$ cat config.mk
export PLATFORM = sky130hd
export DESIGN_NAME = pkt_page_alloc
export DESIGN_NICKNAME = d
export VERILOG_FILES = /design/src/rtl/pgalloc_pkg.sv /design/src/rtl/pg_sizer.sv /design/src/rtl/pg_fit.sv /design/src/rtl/pg_map.sv /design/src/rtl/pkt_page_alloc.sv
export SDC_FILE = /design/constraint.sdc
export NUM_CORES = 1
export LEC_CHECK = 0
export BUFFER_PORTS_ARGS = -buffer_cell sky130_fd_sc_hd__buf_2
export CAP_MARGIN = 20
export CORE_AREA = 5 5 111 113
export DETAILED_ROUTE_END_ITERATION = 12
export DIE_AREA = 0 0 116 118
export GPL_TIMING_DRIVEN = 0
export SETUP_SLACK_MARGIN = 0.5
export SLEW_MARGIN = 20
export SYNTH_ARGS = -nofsm -noshare
export SYNTH_HDL_FRONTEND = slang
export SYNTH_HIERARCHICAL = 1
export SYNTH_SLANG_ARGS = --single-unit
$ cat constraint.sdc
create_clock -name clk -period 4.6 [get_ports clk]
set_input_delay 0.46 -clock clk [delete_from_list [all_inputs] [get_ports clk]]
set_output_delay 0.46 -clock clk [all_outputs]
set_load 0.01 [all_outputs]
$ cat src/rtl/pgalloc_pkg.sv
package pgalloc_pkg;

  // request tracking state of the allocator front end
  typedef enum logic {
    REQ_IDLE = 1'b0,
    REQ_WAIT = 1'b1
  } req_state_e;

  // number of release sources feeding the page map
  localparam int unsigned REL_SOURCES = 2;

endpackage

$ cat src/rtl/pg_sizer.sv
module pg_sizer #(
  parameter int unsigned LEN_W      = 11,
  parameter int unsigned PAGE_BYTES = 256,
  parameter int unsigned HDR_BYTES  = 6,
  parameter int unsigned NUM_PAGES  = 8,
  parameter int unsigned CNT_W      = 4
) (
  input  logic [LEN_W-1:0] bytes,
  output logic [CNT_W-1:0] pages,
  output logic             too_big
);

  localparam logic [31:0] ROUND_ADD = 32'(HDR_BYTES + PAGE_BYTES - 1);

  logic [31:0] sum_w;
  logic [31:0] full_w;

  always_comb begin
    sum_w   = 32'(bytes) + ROUND_ADD;
    full_w  = sum_w / 32'(PAGE_BYTES);
    too_big = (full_w > 32'(NUM_PAGES));
    pages   = too_big ? '0 : full_w[CNT_W-1:0];
  end

endmodule

$ cat src/rtl/pg_fit.sv
module pg_fit #(
  parameter int unsigned NUM_PAGES = 8,
  parameter int unsigned CNT_W     = 4,
  parameter int unsigned PN_W      = 3
) (
  input  logic [NUM_PAGES-1:0] used,
  input  logic [CNT_W-1:0]     req_pages,
  output logic                 found,
  output logic [PN_W-1:0]      start,
  output logic [NUM_PAGES-1:0] grant_mask
);

  logic [NUM_PAGES-1:0] fits;

  // one window per candidate start page
  for (genvar s = 0; s < NUM_PAGES; s++) begin : g_start
    logic [NUM_PAGES-1:0] win;
    always_comb begin
      for (int p = 0; p < NUM_PAGES; p++) begin
        win[p] = (p >= s) && (32'(p) < 32'(s) + 32'(req_pages));
      end
    end
    assign fits[s] = (req_pages != '0) &&
                     (32'(s) + 32'(req_pages) <= 32'(NUM_PAGES)) &&
                     ((used & win) == '0);
  end

  // lowest fitting start wins
  always_comb begin
    found = 1'b0;
    start = '0;
    for (int i = NUM_PAGES - 1; i >= 0; i--) begin
      if (fits[i]) begin
        found = 1'b1;
        start = PN_W'(i);
      end
    end
    for (int p = 0; p < NUM_PAGES; p++) begin
      grant_mask[p] = found && (32'(p) >= 32'(start)) &&
                      (32'(p) < 32'(start) + 32'(req_pages));
    end
  end

endmodule

$ cat src/rtl/pg_map.sv
module pg_map
  import pgalloc_pkg::*;
#(
  parameter int unsigned NUM_PAGES = 8,
  parameter int unsigned CNT_W     = 4,
  parameter int unsigned PN_W      = 3
) (
  input  logic                 clk,
  input  logic                 rst_n,
  input  logic                 grant,
  input  logic [PN_W-1:0]      grant_start,
  input  logic [CNT_W-1:0]     grant_pages,
  input  logic [NUM_PAGES-1:0] grant_mask,
  input  logic                 rel_a_valid,
  input  logic [PN_W-1:0]      rel_a_pnum,
  input  logic                 rel_b_valid,
  input  logic [PN_W-1:0]      rel_b_pnum,
  output logic [NUM_PAGES-1:0] used
);

  logic [NUM_PAGES-1:0] used_q;
  logic [NUM_PAGES-1:0] head_q;
  logic [CNT_W-1:0]     len_q [NUM_PAGES];

  logic [REL_SOURCES-1:0] rel_v;
  logic [PN_W-1:0]        rel_p [REL_SOURCES];
  logic [NUM_PAGES-1:0]   free_m [REL_SOURCES];
  logic [NUM_PAGES-1:0]   head_clr [REL_SOURCES];

  assign rel_v[0] = rel_a_valid;
  assign rel_v[1] = rel_b_valid;
  assign rel_p[0] = rel_a_pnum;
  assign rel_p[1] = rel_b_pnum;

  // each source frees the run of a live head only
  for (genvar r = 0; r < REL_SOURCES; r++) begin : g_rel
    logic hit;
    assign hit = rel_v[r] && head_q[rel_p[r]];
    always_comb begin
      for (int p = 0; p < NUM_PAGES; p++) begin
        free_m[r][p]   = hit && (32'(p) >= 32'(rel_p[r])) &&
                         (32'(p) < 32'(rel_p[r]) + 32'(len_q[rel_p[r]]));
        head_clr[r][p] = hit && (32'(p) == 32'(rel_p[r]));
      end
    end
  end

  logic [NUM_PAGES-1:0] free_all;
  logic [NUM_PAGES-1:0] clr_all;
  logic [NUM_PAGES-1:0] head_set;

  always_comb begin
    free_all = '0;
    clr_all  = '0;
    for (int r = 0; r < REL_SOURCES; r++) begin
      free_all = free_all | free_m[r];
      clr_all  = clr_all | head_clr[r];
    end
    head_set = '0;
    if (grant) head_set[grant_start] = 1'b1;
  end

  always_ff @(posedge clk or negedge rst_n) begin
    if (!rst_n) begin
      used_q <= '0;
      head_q <= '0;
      for (int i = 0; i < NUM_PAGES; i++) len_q[i] <= '0;
    end else begin
      used_q <= (used_q & ~free_all) | (grant ? grant_mask : '0);
      head_q <= (head_q & ~clr_all) | head_set;
      if (grant) len_q[grant_start] <= grant_pages;
    end
  end

  assign used = used_q;

endmodule

$ cat src/rtl/pkt_page_alloc.sv
module pkt_page_alloc
  import pgalloc_pkg::*;
#(
  parameter int unsigned LEN_W      = 11,
  parameter int unsigned PAGE_BYTES = 256,
  parameter int unsigned HDR_BYTES  = 6,
  parameter int unsigned NUM_PAGES  = 8
) (
  input  logic                         clk,
  input  logic                         rst_n,
  input  logic                         alloc_valid,
  output logic                         alloc_ready,
  input  logic [LEN_W-1:0]             alloc_bytes,
  output logic                         alloc_fail,
  output logic [$clog2(NUM_PAGES)-1:0] alloc_pnum,
  output logic                         alloc_int,
  input  logic                         alloc_int_en,
  input  logic                         alloc_int_clr,
  input  logic                         rel_valid,
  input  logic [$clog2(NUM_PAGES)-1:0] rel_pnum,
  input  logic                         auto_release,
  input  logic                         txc_valid,
  input  logic                         txc_ok,
  input  logic [$clog2(NUM_PAGES)-1:0] txc_pnum,
  output logic                         irq
);

  localparam int unsigned PN_W  = $clog2(NUM_PAGES);
  localparam int unsigned CNT_W = $clog2(NUM_PAGES + 1);

  req_state_e             state_q;
  logic [CNT_W-1:0]       need_q;
  logic                   fail_q;
  logic [PN_W-1:0]        pnum_q;
  logic                   int_q;

  logic [CNT_W-1:0]       size_pages;
  logic                   size_big;
  logic [NUM_PAGES-1:0]   used;
  logic                   fit_found;
  logic [PN_W-1:0]        fit_start;
  logic [NUM_PAGES-1:0]   fit_mask;
  logic                   accept;
  logic                   grant;
  logic                   txc_free;

  pg_sizer #(
    .LEN_W(LEN_W), .PAGE_BYTES(PAGE_BYTES), .HDR_BYTES(HDR_BYTES),
    .NUM_PAGES(NUM_PAGES), .CNT_W(CNT_W)
  ) u_sizer (
    .bytes(alloc_bytes), .pages(size_pages), .too_big(size_big)
  );

  pg_fit #(
    .NUM_PAGES(NUM_PAGES), .CNT_W(CNT_W), .PN_W(PN_W)
  ) u_fit (
    .used(used), .req_pages(need_q), .found(fit_found),
    .start(fit_start), .grant_mask(fit_mask)
  );

  assign alloc_ready = (state_q == REQ_IDLE);
  assign accept      = alloc_valid && alloc_ready;
  assign grant       = (state_q == REQ_WAIT) && fit_found;
  assign txc_free    = txc_valid && txc_ok && auto_release;

  pg_map #(
    .NUM_PAGES(NUM_PAGES), .CNT_W(CNT_W), .PN_W(PN_W)
  ) u_map (
    .clk(clk), .rst_n(rst_n),
    .grant(grant), .grant_start(fit_start), .grant_pages(need_q),
    .grant_mask(fit_mask),
    .rel_a_valid(rel_valid), .rel_a_pnum(rel_pnum),
    .rel_b_valid(txc_free), .rel_b_pnum(txc_pnum),
    .used(used)
  );

  always_ff @(posedge clk or negedge rst_n) begin
    if (!rst_n) begin
      state_q <= REQ_IDLE;
      need_q  <= '0;
      fail_q  <= 1'b0;
      pnum_q  <= '0;
      int_q   <= 1'b0;
    end else begin
      if (accept) begin
        fail_q <= 1'b1;
        if (!size_big) begin
          state_q <= REQ_WAIT;
          need_q  <= size_pages;
        end
      end else if (grant) begin
        state_q <= REQ_IDLE;
        fail_q  <= 1'b0;
        pnum_q  <= fit_start;
      end
      if (grant)              int_q <= 1'b1;
      else if (alloc_int_clr) int_q <= 1'b0;
    end
  end

  assign alloc_fail = fail_q;
  assign alloc_pnum = pnum_q;
  assign alloc_int  = int_q;
  assign irq        = int_q && alloc_int_en;

endmodule

# Word level (Yosys, flattened, before mapping)
# Cells that the tools add are included.
# Widths: inputs -> output; s select.
[word_totals]
latchBits = 0
regBits = 58
output_inout_bits = 7
wordCells = 302
mem_count = 0
ramBits = 0
mem_bits_ro = 0
[op_classes]
shift = 0
n_mux = 39
n_eq_ne = 15
n_lt_le_gt_ge = 98
div_mod_pow = 0
reduce_logical = 102
addsub = 11
bitwise = 22
mul = 0
[op_table]
columns = ["op", "n"]
rows = [
  ["$lt 3x32->1 const A", 33],
  ["$lt 2x32->1 const A", 9],
  ["$le 32x4->1 const B", 7],
  ["$lt 1x32->1 const A", 4],
  ["$logic_and 1x1->1", 86],
  ["$and 8x8->8", 10],
  ["$logic_not 8->1", 8],
  ["$bwmux 32", 1],
  ["$or 8x8->8", 4],
  ["$ge 3x3->1 const A", 9],
  ["$bmux 4 s3", 2],
  ["$eq 3x3->1 const A", 8],
  ["$gt 24x4->1 const B", 1],
  ["$mux 3", 8],
  ["$add 3x4->5 const A", 4],
  ["$mux 4", 5],
  ["$ge 1x3->1 const A", 6],
  ["$ge 2x3->1 const A", 6],
  ["$mux 1", 17],
  ["$lt 3x4->1 const A", 4],
  ["$mux 8", 2],
  ["$not 8->8", 2],
  ["$add 3x4->5", 3],
  ["$lt 1x5->1 const A", 3],
  ["24 further kinds", 45],
]

# Depth between registers and ports, before layout
# Gate-level depths: netlist of the first run.
[depth]
word_depth = 19
ltp_mapped = 23
depth_no_buf = 21

# By module
# The synthesis of the first run kept the hierarchy.
[modules_own_cells]
columns = ["mod", "cells_per_inst", "area_per_inst_um2", "seq_area_each_um2", "instances"]
rows = [
  ["pg_map", 280, 3240.6, 1201.2, 1],
  ["pg_fit", 167, 1207.4, 0.0, 1],
  ["pkt_page_alloc", 29, 405.4, 250.2, 1],
  ["pg_sizer", 15, 130.1, 0.0, 1],
]

# Worst setup path before layout of the first run
# No wires, ideal clock.
[synth_timing]
path_kind = "flip-flop to flip-flop"
startpoint = "register need_q[2]"
endpoint = "register u_map.used_q[4], in the netlist u_map/used[4]"
synth_period_minus_slack_ns = 4.926
t_arrival_ns = 4.831
path_buffers = 3
setup_ns = 0.096
stages_incl_launch_ff = 23
path_slack_ns = -0.326
cell_sequence = "dfrtp_1 > buf_6 > clkbuf_1 > inv_1 > ha_1 > inv_2 > or3_1 > a2111oi_0 > o21bai_1 > a21oi_1 > nor2_1 > ha_1 > fa_1 > buf_1 > nor3_1 > nor2_1 > nor2_1 > or3_1 > a2bb2oi_2 > nand2_1 > o211ai_1 > nor3_1 > a311oi_2"
[synth_between]
elab_chain_len = 18
elab_cells_between_ends = 108
[synth_lines]
columns = ["element", "line", "text"]
rows = [
  ["start, declared", "pkt_page_alloc.sv:32", "logic [CNT_W-1:0] need_q;"],
  ["start signal, assigned", "pkt_page_alloc.sv:89", "need_q <= size_pages;"],
  ["$add 3x4->5", "-", ""],
  ["$lt 3x32->1", "pg_fit.sv:20", "win[p] = (p >= s) && (32'(p) < 32'(s) + 32'(req_pages));"],
  ["$and 8x8->8", "pg_fit.sv:25", "((used & win) == '0);"],
  ["$logic_not 8->1", "pg_fit.sv:25", ""],
  ["$logic_and 1x1->1", "pg_fit.sv:24", "(32'(s) + 32'(req_pages) <= 32'(NUM_PAGES)) &&"],
  ["$mux 3 (7 in a row)", "pg_fit.sv:33", "if (fits[i]) begin"],
  ["$mux 3 (*)", "pg_fit.sv:33", ""],
  ["named net fit_start[0]", "pkt_page_alloc.sv:41", "logic [PN_W-1:0] fit_start;"],
  ["$add 3x4->5 or $ge 3x3->1 (tied branches)", "pg_fit.sv:40, pg_fit.sv:39", ""],
  ["$lt 3x32->1 or $logic_and 1x1->1 (tied branches)", "pg_fit.sv:40, pg_fit.sv:39", ""],
  ["$logic_and 1x1->1 (*)", "pg_fit.sv:39", "grant_mask[p] = found && (32'(p) >= 32'(start)) &&"],
  ["named net fit_mask[4]", "pkt_page_alloc.sv:42", "logic [NUM_PAGES-1:0] fit_mask;"],
  ["$mux 8 (*)", "pg_map.sv:69", "used_q <= (used_q & ~free_all) | (grant ? grant_mask : '0);"],
  ["$or 8x8->8 (*)", "pg_map.sv:69", ""],
  ["end signal, assigned", "pg_map.sv:69", ""],
  ["end, declared", "pg_map.sv:21", "logic [NUM_PAGES-1:0] used_q;"],
]
# The timed path passes the listed nets; every way through them passes the cells marked *.
# A chain may end at the register's enable or synchronous reset.

# Worst setup path in the final report of the first run
# Ends and elaborated chain as after synthesis.

==> out/qor.json, run 1 <==
{
  "status": {"value": "completed"},
  "cts_max_path_buffers": {"value": 2},
  "postLayoutCoreUtil": {"value": 56.6, "unit": "%"},
  "fin_setup_tns": {"value": 0, "unit": "ps"},
  "reg2reg_slack": {"value": 300, "unit": "ps"},
  "postSynthNetCount": {"value": 543},
  "worst-path-max-fanout": {"value": 4},
  "cp_cell_sequence": {"value": "buf_6 -> clkbuf_16 -> inv_8 -> ha_4 -> inv_2 -> or3_4 -> a2111oi_4 -> o21bai_2 -> a21oi_4 -> nor2_4 -> ha_4 -> fa_2 -> or3_4 -> nor3_2 -> nor2_1 -> buf_4 -> o211ai_1 -> a2bb2oi_2 -> nand2_1 -> o211ai_1 -> nor3_2 -> a311oi_2"},
  "worst_clock_skew": {"value": 10.8, "unit": "ps"},
  "io_buffers": {"value": 31},
  "period_minus_slack": {"value": 4300, "unit": "ps"},
  "cts.htree.levels": {"value": 3},
  "crit_path_max_incr_delay": {"value": 470, "unit": "ps"},
  "cp_data_required_time": {"value": 4800, "unit": "ps"},
  "timing.critical_path.buf_inv": {"value": 5},
  "yosys.cell_count.top_type": {"value": "sky130_fd_sc_hd__dfrtp_1"},
  "die_area": {"value": 13700, "unit": "um2"},
  "yosysWarnings": {"value": 6},
  "worst_slew_margin_rel": {"value": 46.9, "unit": "%"},
  "hold-worst-slack": {"value": 193, "unit": "ps"},
  "gr-total-overflow": {"value": 0},
  "cts_made_buffers": {"value": 9},
  "detail_route.iter0.violations": {"value": 342},
  "setup_viol": {"value": 0},
  "grt_antenna_before_repair": {"value": 0},
  "cts.sink_count": {"value": 58},
  "antenna-diode-count": {"value": 0},
  "report.final.hold_viol_count": {"value": 0},
  "place.detailed.hpwl": {"value": 10.2, "unit": "mm"},
  "post-route-drc-count": {"value": 0},
  "grt_overall_usage": {"value": 22.6, "unit": "%"},
  "synth_largest_area_cell": {"value": "sky130_fd_sc_hd__dfrtp_1"},
  "globalRouteMet3Util": {"value": 3.96, "unit": "%"},
  "path_class": {"value": "reg2reg"},
  "timing.fmax": {"value": 0.233, "unit": "GHz"},
  "die-height": {"value": 118, "unit": "um"},
  "core": {"value": 11200, "unit": "um2"},
  "clock_tree_from_tritoncts": {"value": "yes"},
  "synth_enable_flop_cells": {"value": 0},
  "synth_largest_type_area_fraction": {"value": 29.1, "unit": "%"},
  "clockRootBuffer": {"value": "sky130_fd_sc_hd__clkbuf_16"},
  "synth-seq-area-share": {"value": 29.1, "unit": "%"},
  "r2r.worst_path.cells": {"value": 22},
  "first_pass_grt_wire_length": {"value": 24.2, "unit": "mm"},
  "setup_repair_after_global_routing_missed_its_margin": {"value": "yes"},
  "drt_pass1_iterations": {"value": 5},
  "gp_routability_congestion": {"value": 0.895},
  "met2_usage": {"value": 36.4, "unit": "%"},
  "clk_latency": {"value": 330, "unit": "ps"},
  "timing.critical_path.max_delay_family": {"value": "simple AND/OR/NAND/NOR gates"},
  "start_util": {"value": 44.4, "unit": "%"},
  "post_synth_inst_count": {"value": 491},
  "pre_cts_setup_slack": {"value": -357, "unit": "ps"},
  "postRouteWirelength": {"value": 15.0, "unit": "mm"},
  "layout-drive-gt1-share": {"value": 43.2, "unit": "%"},
  "routedWlPerCell": {"value": 20.6, "unit": "um"},
  "route.antenna.remaining_nets": {"value": 0},
  "design.final.nets": {"value": 633},
  "gr-usage-met1": {"value": 30.1, "unit": "%"},
  "finalMaxSlewViolations": {"value": 0},
  "mean_area_per_synthesized_cell": {"value": 10.1, "unit": "um2"},
  "regToRegStartpoint": {"value": "need_q[2]"},
  "async_reset_ff_share": {"value": 100, "unit": "%"},
  "worstReg2RegEnd": {"value": "u_map/used[4]"},
  "synth.ff_latch_count": {"value": 58},
  "route.vias.total": {"value": 4403},
  "ioPinCount": {"value": 33},
  "placement_rows": {"value": 39},
  "crit_slowest_cell": {"value": "sky130_fd_sc_hd__a2111oi_4"},
  "synth_commonest_cells": {"value": "58 x sky130_fd_sc_hd__dfrtp_1, 45 x sky130_fd_sc_hd__mux2_2, 39 x sky130_fd_sc_hd__nand2_1, 26 x sky130_fd_sc_hd__a21oi_1, 26 x sky130_fd_sc_hd__nor2_1"},
  "final.setup.worst_slack": {"value": 303, "unit": "ps"},
  "post_synth_main_area_contributors": {"value": "sky130_fd_sc_hd__dfrtp_1 29%, sky130_fd_sc_hd__mux2_2 10%, sky130_fd_sc_hd__mux4_2 7.2%, sky130_fd_sc_hd__ha_1 5.8%, sky130_fd_sc_hd__nand2_1 2.9%"},
  "clk_pin_slew_worst_paths": {"value": 50, "unit": "ps"},
  "grt_pass1_vias": {"value": 4525},
  "hold_class": {"value": "in2async"},
  "period_share": {"value": 93.4, "unit": "%"},
  "cp_arrival": {"value": 4490, "unit": "ps"},
  "cp-start-kind": {"value": "flip-flop"},
  "largest_net_degree_at_the_start_of_global_routing": {"value": 59},
  "post_synth_top_flop": {"value": "sky130_fd_sc_hd__dfrtp_1"},
  "global_route.peak_usage_layer": {"value": "met2"},
  "capturing_element_type_of_the_critical_path": {"value": "flip-flop"},
  "area.growth.synth_to_final": {"value": 27.4, "unit": "%"},
  "max_cap_violations": {"value": 0},
  "vias_per_cell": {"value": 6.05},
  "yosys.cell_types.count": {"value": 93},
  "worst-slew-pin-transition": {"value": 795, "unit": "ps"},
  "die_w": {"value": 116, "unit": "um"},
  "post_synthesis_instance_area": {"value": 4980, "unit": "um2"}
}
==> cell usage in the layout (no fill, tap or decap), types with 6 or more instances in the layout <==
master                      instances
sky130_fd_sc_hd__xnor2_1            8
sky130_fd_sc_hd__mux2_2            44
sky130_fd_sc_hd__a21oi_1           19
sky130_fd_sc_hd__mux4_2            16
sky130_fd_sc_hd__clkbuf_16         10
sky130_fd_sc_hd__o21ai_0           17
sky130_fd_sc_hd__nand2b_1           6
sky130_fd_sc_hd__buf_4             47
sky130_fd_sc_hd__buf_2             37
sky130_fd_sc_hd__nor2_1            23
sky130_fd_sc_hd__nor3_1             9
sky130_fd_sc_hd__o21ai_1            6
sky130_fd_sc_hd__nand4_1            6
sky130_fd_sc_hd__nor2b_1            8
sky130_fd_sc_hd__ha_1              18
sky130_fd_sc_hd__nand2_1           38
sky130_fd_sc_hd__clkbuf_1           7
sky130_fd_sc_hd__dfrtp_1           54
sky130_fd_sc_hd__mux2i_1           10
sky130_fd_sc_hd__nor3b_1            6
sky130_fd_sc_hd__inv_1             18
sky130_fd_sc_hd__o211ai_1           6
sky130_fd_sc_hd__buf_6              8
sky130_fd_sc_hd__nand3_1            6
sky130_fd_sc_hd__a21oi_2            8
==> flip-flops by register name, summed over array words and instances, names as in the netlist <==
register,flops
u_map/head_q,8
u_map/used,8
alloc_fail,1
alloc_int,1
alloc_pnum,3
state_q,1
u_map/len_q,32
need_q,4
==> layer usage <==
layer / share of wire [%] / wire length (um)
met3: 3.5 / 517
met4: 2.7 / 408
met1: 45 / 6670
met5: 0 / 0
met2: 49 / 7370
==> cells by family (layout without fill, tap and decap cells) <==
family                     Yosys count  in the layout  synth area share, %
buffers and inverters               44            138                 4.04
AOI/OAI and AO/OA                  116            116                 17.8
muxes                               72             72                 19.7
adders and majority gates           28             28                 7.46
DFF                                 58             58                 29.1
xor gates and xnor gates            10             10                 1.76
and+or+nand+nor                    163            163                 20.1
==> repair_timing <==
| action | 4_1_cts | 5_1_grt |
|---|---|---|
| pin swaps | 27 | 20 |
| endpoints found under the setup margin | 43 | 40 |
| gates resized for setup | 34 | 13 |
| hold buffers | 0 | 0 |
| setup buffers | 35 | 13 |
==> cell type report <==
cell class              instances  area [um2]
flip-flops and latches         58        1460
inverters                      23         103
plain buffers                  21         150
clock inverters                 3        40.0
well taps                     143         179
fillers                       950        4880
multi-input cells             389        3630
repair buffers                 79         529
clock buffers                  12         256
==> worst max-delay path by stage <==
stage	start	to	cells after the start
6_report	need_q[2]	u_map/used[4]	22
5_1_grt	need_q[2]	u_map/used[4]	23
4_1_cts	need_q[2]	u_map/used[4]	23
3_5_place_dp	need_q[3]	u_map/used[4]	21
3_3_place_gp	need_q[3]	u_map/used[4]	21
2_1_floorplan	need_q[2]	u_map/used[4]	21
==> metrics by stage <==
step	cell area (um2)	cells
floorplan	5120	491
CTS	6180	715
global placement	5460	665
finish	6350	728
detailed placement	5460	665
global route	6350	728
Power of run 1 is left out: the tool's default activity adds up to more than one toggle a clock period on the data nets, which glitch-free logic cannot reach.
==> run 2, diff against run 1 <==
CELL_PAD_IN_SITES_DETAIL_PLACEMENT = 0   (was unset)
CELL_PAD_IN_SITES_GLOBAL_PLACEMENT = 1   (was unset)
CORE_AREA = 5 5 113 115   (was 5 5 111 113)
DIE_AREA = 0 0 118 120   (was 0 0 116 118)
PLACE_DENSITY_LB_ADDON = 0.1   (was unset)
==> out/qor.json, run 2 (synthesized netlist as in run 1, its figures left out) <==
{
  "hold-worst-slack": {"value": 202, "unit": "ps", "change": "+8.49 ps"},
  "clock_tree_from_tritoncts": {"value": "yes"},
  "cts_hold_buffers": {"value": 0, "change": "unchanged"},
  "grt_overall_usage": {"value": 21.4, "unit": "%", "change": "-1.2 points"},
  "routedWlPerCell": {"value": 20.7, "unit": "um", "change": "+0.79%"},
  "period_minus_slack": {"value": 4220, "unit": "ps", "change": "-75.1 ps"},
  "die-height": {"value": 120, "unit": "um", "change": "+1.7%"},
  "cp-start-kind": {"value": "flip-flop"},
  "gp_routability_congestion": {"value": 0.897, "change": "+0.23%"},
  "cts.sink_count": {"value": 58, "change": "unchanged"},
  "route.vias.total": {"value": 4349, "change": "-1.2%"},
  "ioPinCount": {"value": 33, "change": "unchanged"},
  "cts.htree.levels": {"value": 3, "change": "unchanged"},
  "report.final.hold_viol_count": {"value": 0, "change": "unchanged"},
  "reg2reg_slack": {"value": 380, "unit": "ps", "change": "+80 ps"},
  "placement_rows": {"value": 40, "change": "+2.6%"},
  "capturing_element_type_of_the_critical_path": {"value": "flip-flop"},
  "clk_pin_slew_worst_paths": {"value": 50, "unit": "ps", "change": "about the same"},
  "design.final.nets": {"value": 624, "change": "-1.4%"},
  "final.setup.worst_slack": {"value": 378, "unit": "ps", "change": "+75.1 ps"},
  "die_area": {"value": 14200, "unit": "um2", "change": "+3.4%"},
  "cp_arrival": {"value": 4420, "unit": "ps", "change": "-70 ps"},
  "gr-total-overflow": {"value": 0, "change": "unchanged"},
  "grt_pass1_vias": {"value": 4366, "change": "-3.5%"},
  "regToRegStartpoint": {"value": "need_q[2]"},
  "drt_pass1_iterations": {"value": 5, "change": "unchanged"},
  "start_util": {"value": 42.6, "unit": "%", "change": "-1.9 points"},
  "antenna-diode-count": {"value": 0, "change": "unchanged"},
  "worst_clock_skew": {"value": 7.46, "unit": "ps", "change": "-3.30 ps"},
  "route.antenna.remaining_nets": {"value": 0, "change": "unchanged"},
  "place.detailed.hpwl": {"value": 10.7, "unit": "mm", "change": "+4.3%"},
  "first_pass_grt_wire_length": {"value": 24.1, "unit": "mm", "change": "-0.68%"},
  "postRouteWirelength": {"value": 15.0, "unit": "mm", "change": "+0.10%"},
  "hold_class": {"value": "in2async"},
  "fillers": {"value": 1050, "change": "+11%"},
  "area.growth.synth_to_final": {"value": 27.3, "unit": "%", "change": "about the same"},
  "grt_antenna_before_repair": {"value": 0, "change": "unchanged"},
  "clk_latency": {"value": 320, "unit": "ps", "change": "about the same"},
  "finalMaxSlewViolations": {"value": 0, "change": "unchanged"},
  "core": {"value": 11700, "unit": "um2", "change": "+4.3%"},
  "r2r.worst_path.cells": {"value": 20, "change": "-9.1%"},
  "worst_slew_margin_rel": {"value": 41.1, "unit": "%", "change": "-5.8 points"},
  "cp_data_required_time": {"value": 4790, "unit": "ps", "change": "about the same"},
  "fin_setup_tns": {"value": 0, "unit": "ps", "change": "unchanged"},
  "worstReg2RegEnd": {"value": "u_map/used[4]"},
  "setup_repair_after_global_routing_missed_its_margin": {"value": "yes"},
  "cts_made_buffers": {"value": 9, "change": "unchanged"},
  "highest_count_cells_in_the_layout_ignoring_fill_and_taps": {"value": "54 x sky130_fd_sc_hd__dfrtp_1, 45 x sky130_fd_sc_hd__mux2_2, 37 x sky130_fd_sc_hd__buf_2, 36 x sky130_fd_sc_hd__nand2_1, 36 x sky130_fd_sc_hd__buf_4"},
  "io_buffers": {"value": 31, "change": "unchanged"},
  "pre_cts_setup_slack": {"value": -305, "unit": "ps", "change": "+52.0 ps"},
  "vias_per_cell": {"value": 6.02, "change": "-0.54%"},
  "max_flop_register": {"value": "u_map/len_q"},
  "max_cap_violations": {"value": 0, "change": "unchanged"},
  "status": {"value": "completed"},
  "layout-drive-gt1-share": {"value": 43.4, "unit": "%", "change": "+0.15 points"},
  "period_share": {"value": 91.8, "unit": "%", "change": "-1.6 points"},
  "clockRootBuffer": {"value": "sky130_fd_sc_hd__clkbuf_16"},
  "largest_net_degree_at_the_start_of_global_routing": {"value": 59, "change": "unchanged"},
  "largest_register_ffs": {"value": 32, "change": "unchanged"},
  "cts_max_path_buffers": {"value": 2, "change": "unchanged"},
  "post-route-drc-count": {"value": 0, "change": "unchanged"},
  "worst-path-max-fanout": {"value": 6, "change": "+2"},
  "detail_route.iter0.violations": {"value": 187, "change": "-45%"},
  "setup_viol": {"value": 0, "change": "unchanged"},
  "path_class": {"value": "reg2reg"},
  "mostFrequentLayoutCell": {"value": "sky130_fd_sc_hd__dfrtp_1"},
  "worst-slew-pin-transition": {"value": 882, "unit": "ps", "change": "+86.6 ps"},
  "die_w": {"value": 118, "unit": "um", "change": "+1.7%"},
  "timing.fmax": {"value": 0.237, "unit": "GHz", "change": "+1.8%"}
}
run 2: cell count changes in the layout (fill, tap and decap cells not counted), moves of 2 or more:
| cell | previous run | this run |
|---|---|---|
| sky130_fd_sc_hd__inv_2 | 2 | 0 |
| sky130_fd_sc_hd__buf_4 | 47 | 36 |
| sky130_fd_sc_hd__inv_4 | 0 | 2 |
| sky130_fd_sc_hd__nor3_2 | 5 | 3 |
| sky130_fd_sc_hd__nand2_1 | 38 | 36 |
| sky130_fd_sc_hd__buf_12 | 0 | 2 |
| sky130_fd_sc_hd__nand2_2 | 0 | 3 |
run 2: stage by stage:
stage               util (%)  cells  area (um2)
global route            54.2    723        6350
finish                  54.2    723        6350
floorplan                  -    491        5120
CTS                     52.6    712        6160
detailed placement      46.7    669        5470
global placement        46.6    669        5460
run 2: layout make-up:
cell class | instances | area [um2] | area share [%]
buffer | 21 | 154 | 2.43
clock buffer | 11 | 253 | 3.98
clock inverter | 4 | 51.3 | 0.808
inverter | 23 | 113 | 1.77
multi-input combinational | 389 | 3640 | 57.4
sequential | 58 | 1460 | 23.0
tap | 147 | 184 | 2.90
timing repair buffer | 70 | 487 | 7.67
run 2: repair_timing:
item                                    in CTS  in global routing
endpoints found under the setup margin      43                 37
gates resized for setup                     34                 21
buffers inserted                            28                 11
pin swaps                                   26                 18
endpoints found under the hold margin        0                  0
run 2: critical path: stages (launching register included):
cell	delay (ps)
sky130_fd_sc_hd__dfrtp_2	430
sky130_fd_sc_hd__buf_6	130
sky130_fd_sc_hd__clkbuf_16	150
sky130_fd_sc_hd__inv_12	60
sky130_fd_sc_hd__ha_4	160
sky130_fd_sc_hd__inv_4	40
sky130_fd_sc_hd__a221o_1	310
sky130_fd_sc_hd__or4_4	540
sky130_fd_sc_hd__a21oi_4	190
sky130_fd_sc_hd__nor2_4	60
sky130_fd_sc_hd__ha_4	170
sky130_fd_sc_hd__fa_2	370
sky130_fd_sc_hd__or3_4	410
sky130_fd_sc_hd__nor3_2	130
sky130_fd_sc_hd__nor2_1	70
sky130_fd_sc_hd__o211ai_1	310
sky130_fd_sc_hd__a2bb2oi_4	120
sky130_fd_sc_hd__nand2_2	90
sky130_fd_sc_hd__o211ai_1	130
sky130_fd_sc_hd__nor3_2	170
sky130_fd_sc_hd__a311oi_2	50
run 2: worst max-delay path by stage:
stage	startpoint	to	slack, ps	cells past startpoint
2_1_floorplan	need_q[2]	u_map/used[4]	410	21
3_3_place_gp	need_q[3]	u_map/used[4]	-300	21
3_5_place_dp	need_q[3]	u_map/used[4]	-310	21
4_1_cts	need_q[2]	u_map/used[4]	300	21
5_1_grt	need_q[2]	u_map/used[4]	210	22
6_report	need_q[2]	u_map/used[4]	380	20
run 2: layer usage:
layer  track usage [%]  wire (um)
met3              2.97        683
met2              35.9       7330
met5                 0          0
met4              5.23        118
met1              29.3       6860
Power of run 2 is left out for the same reason.
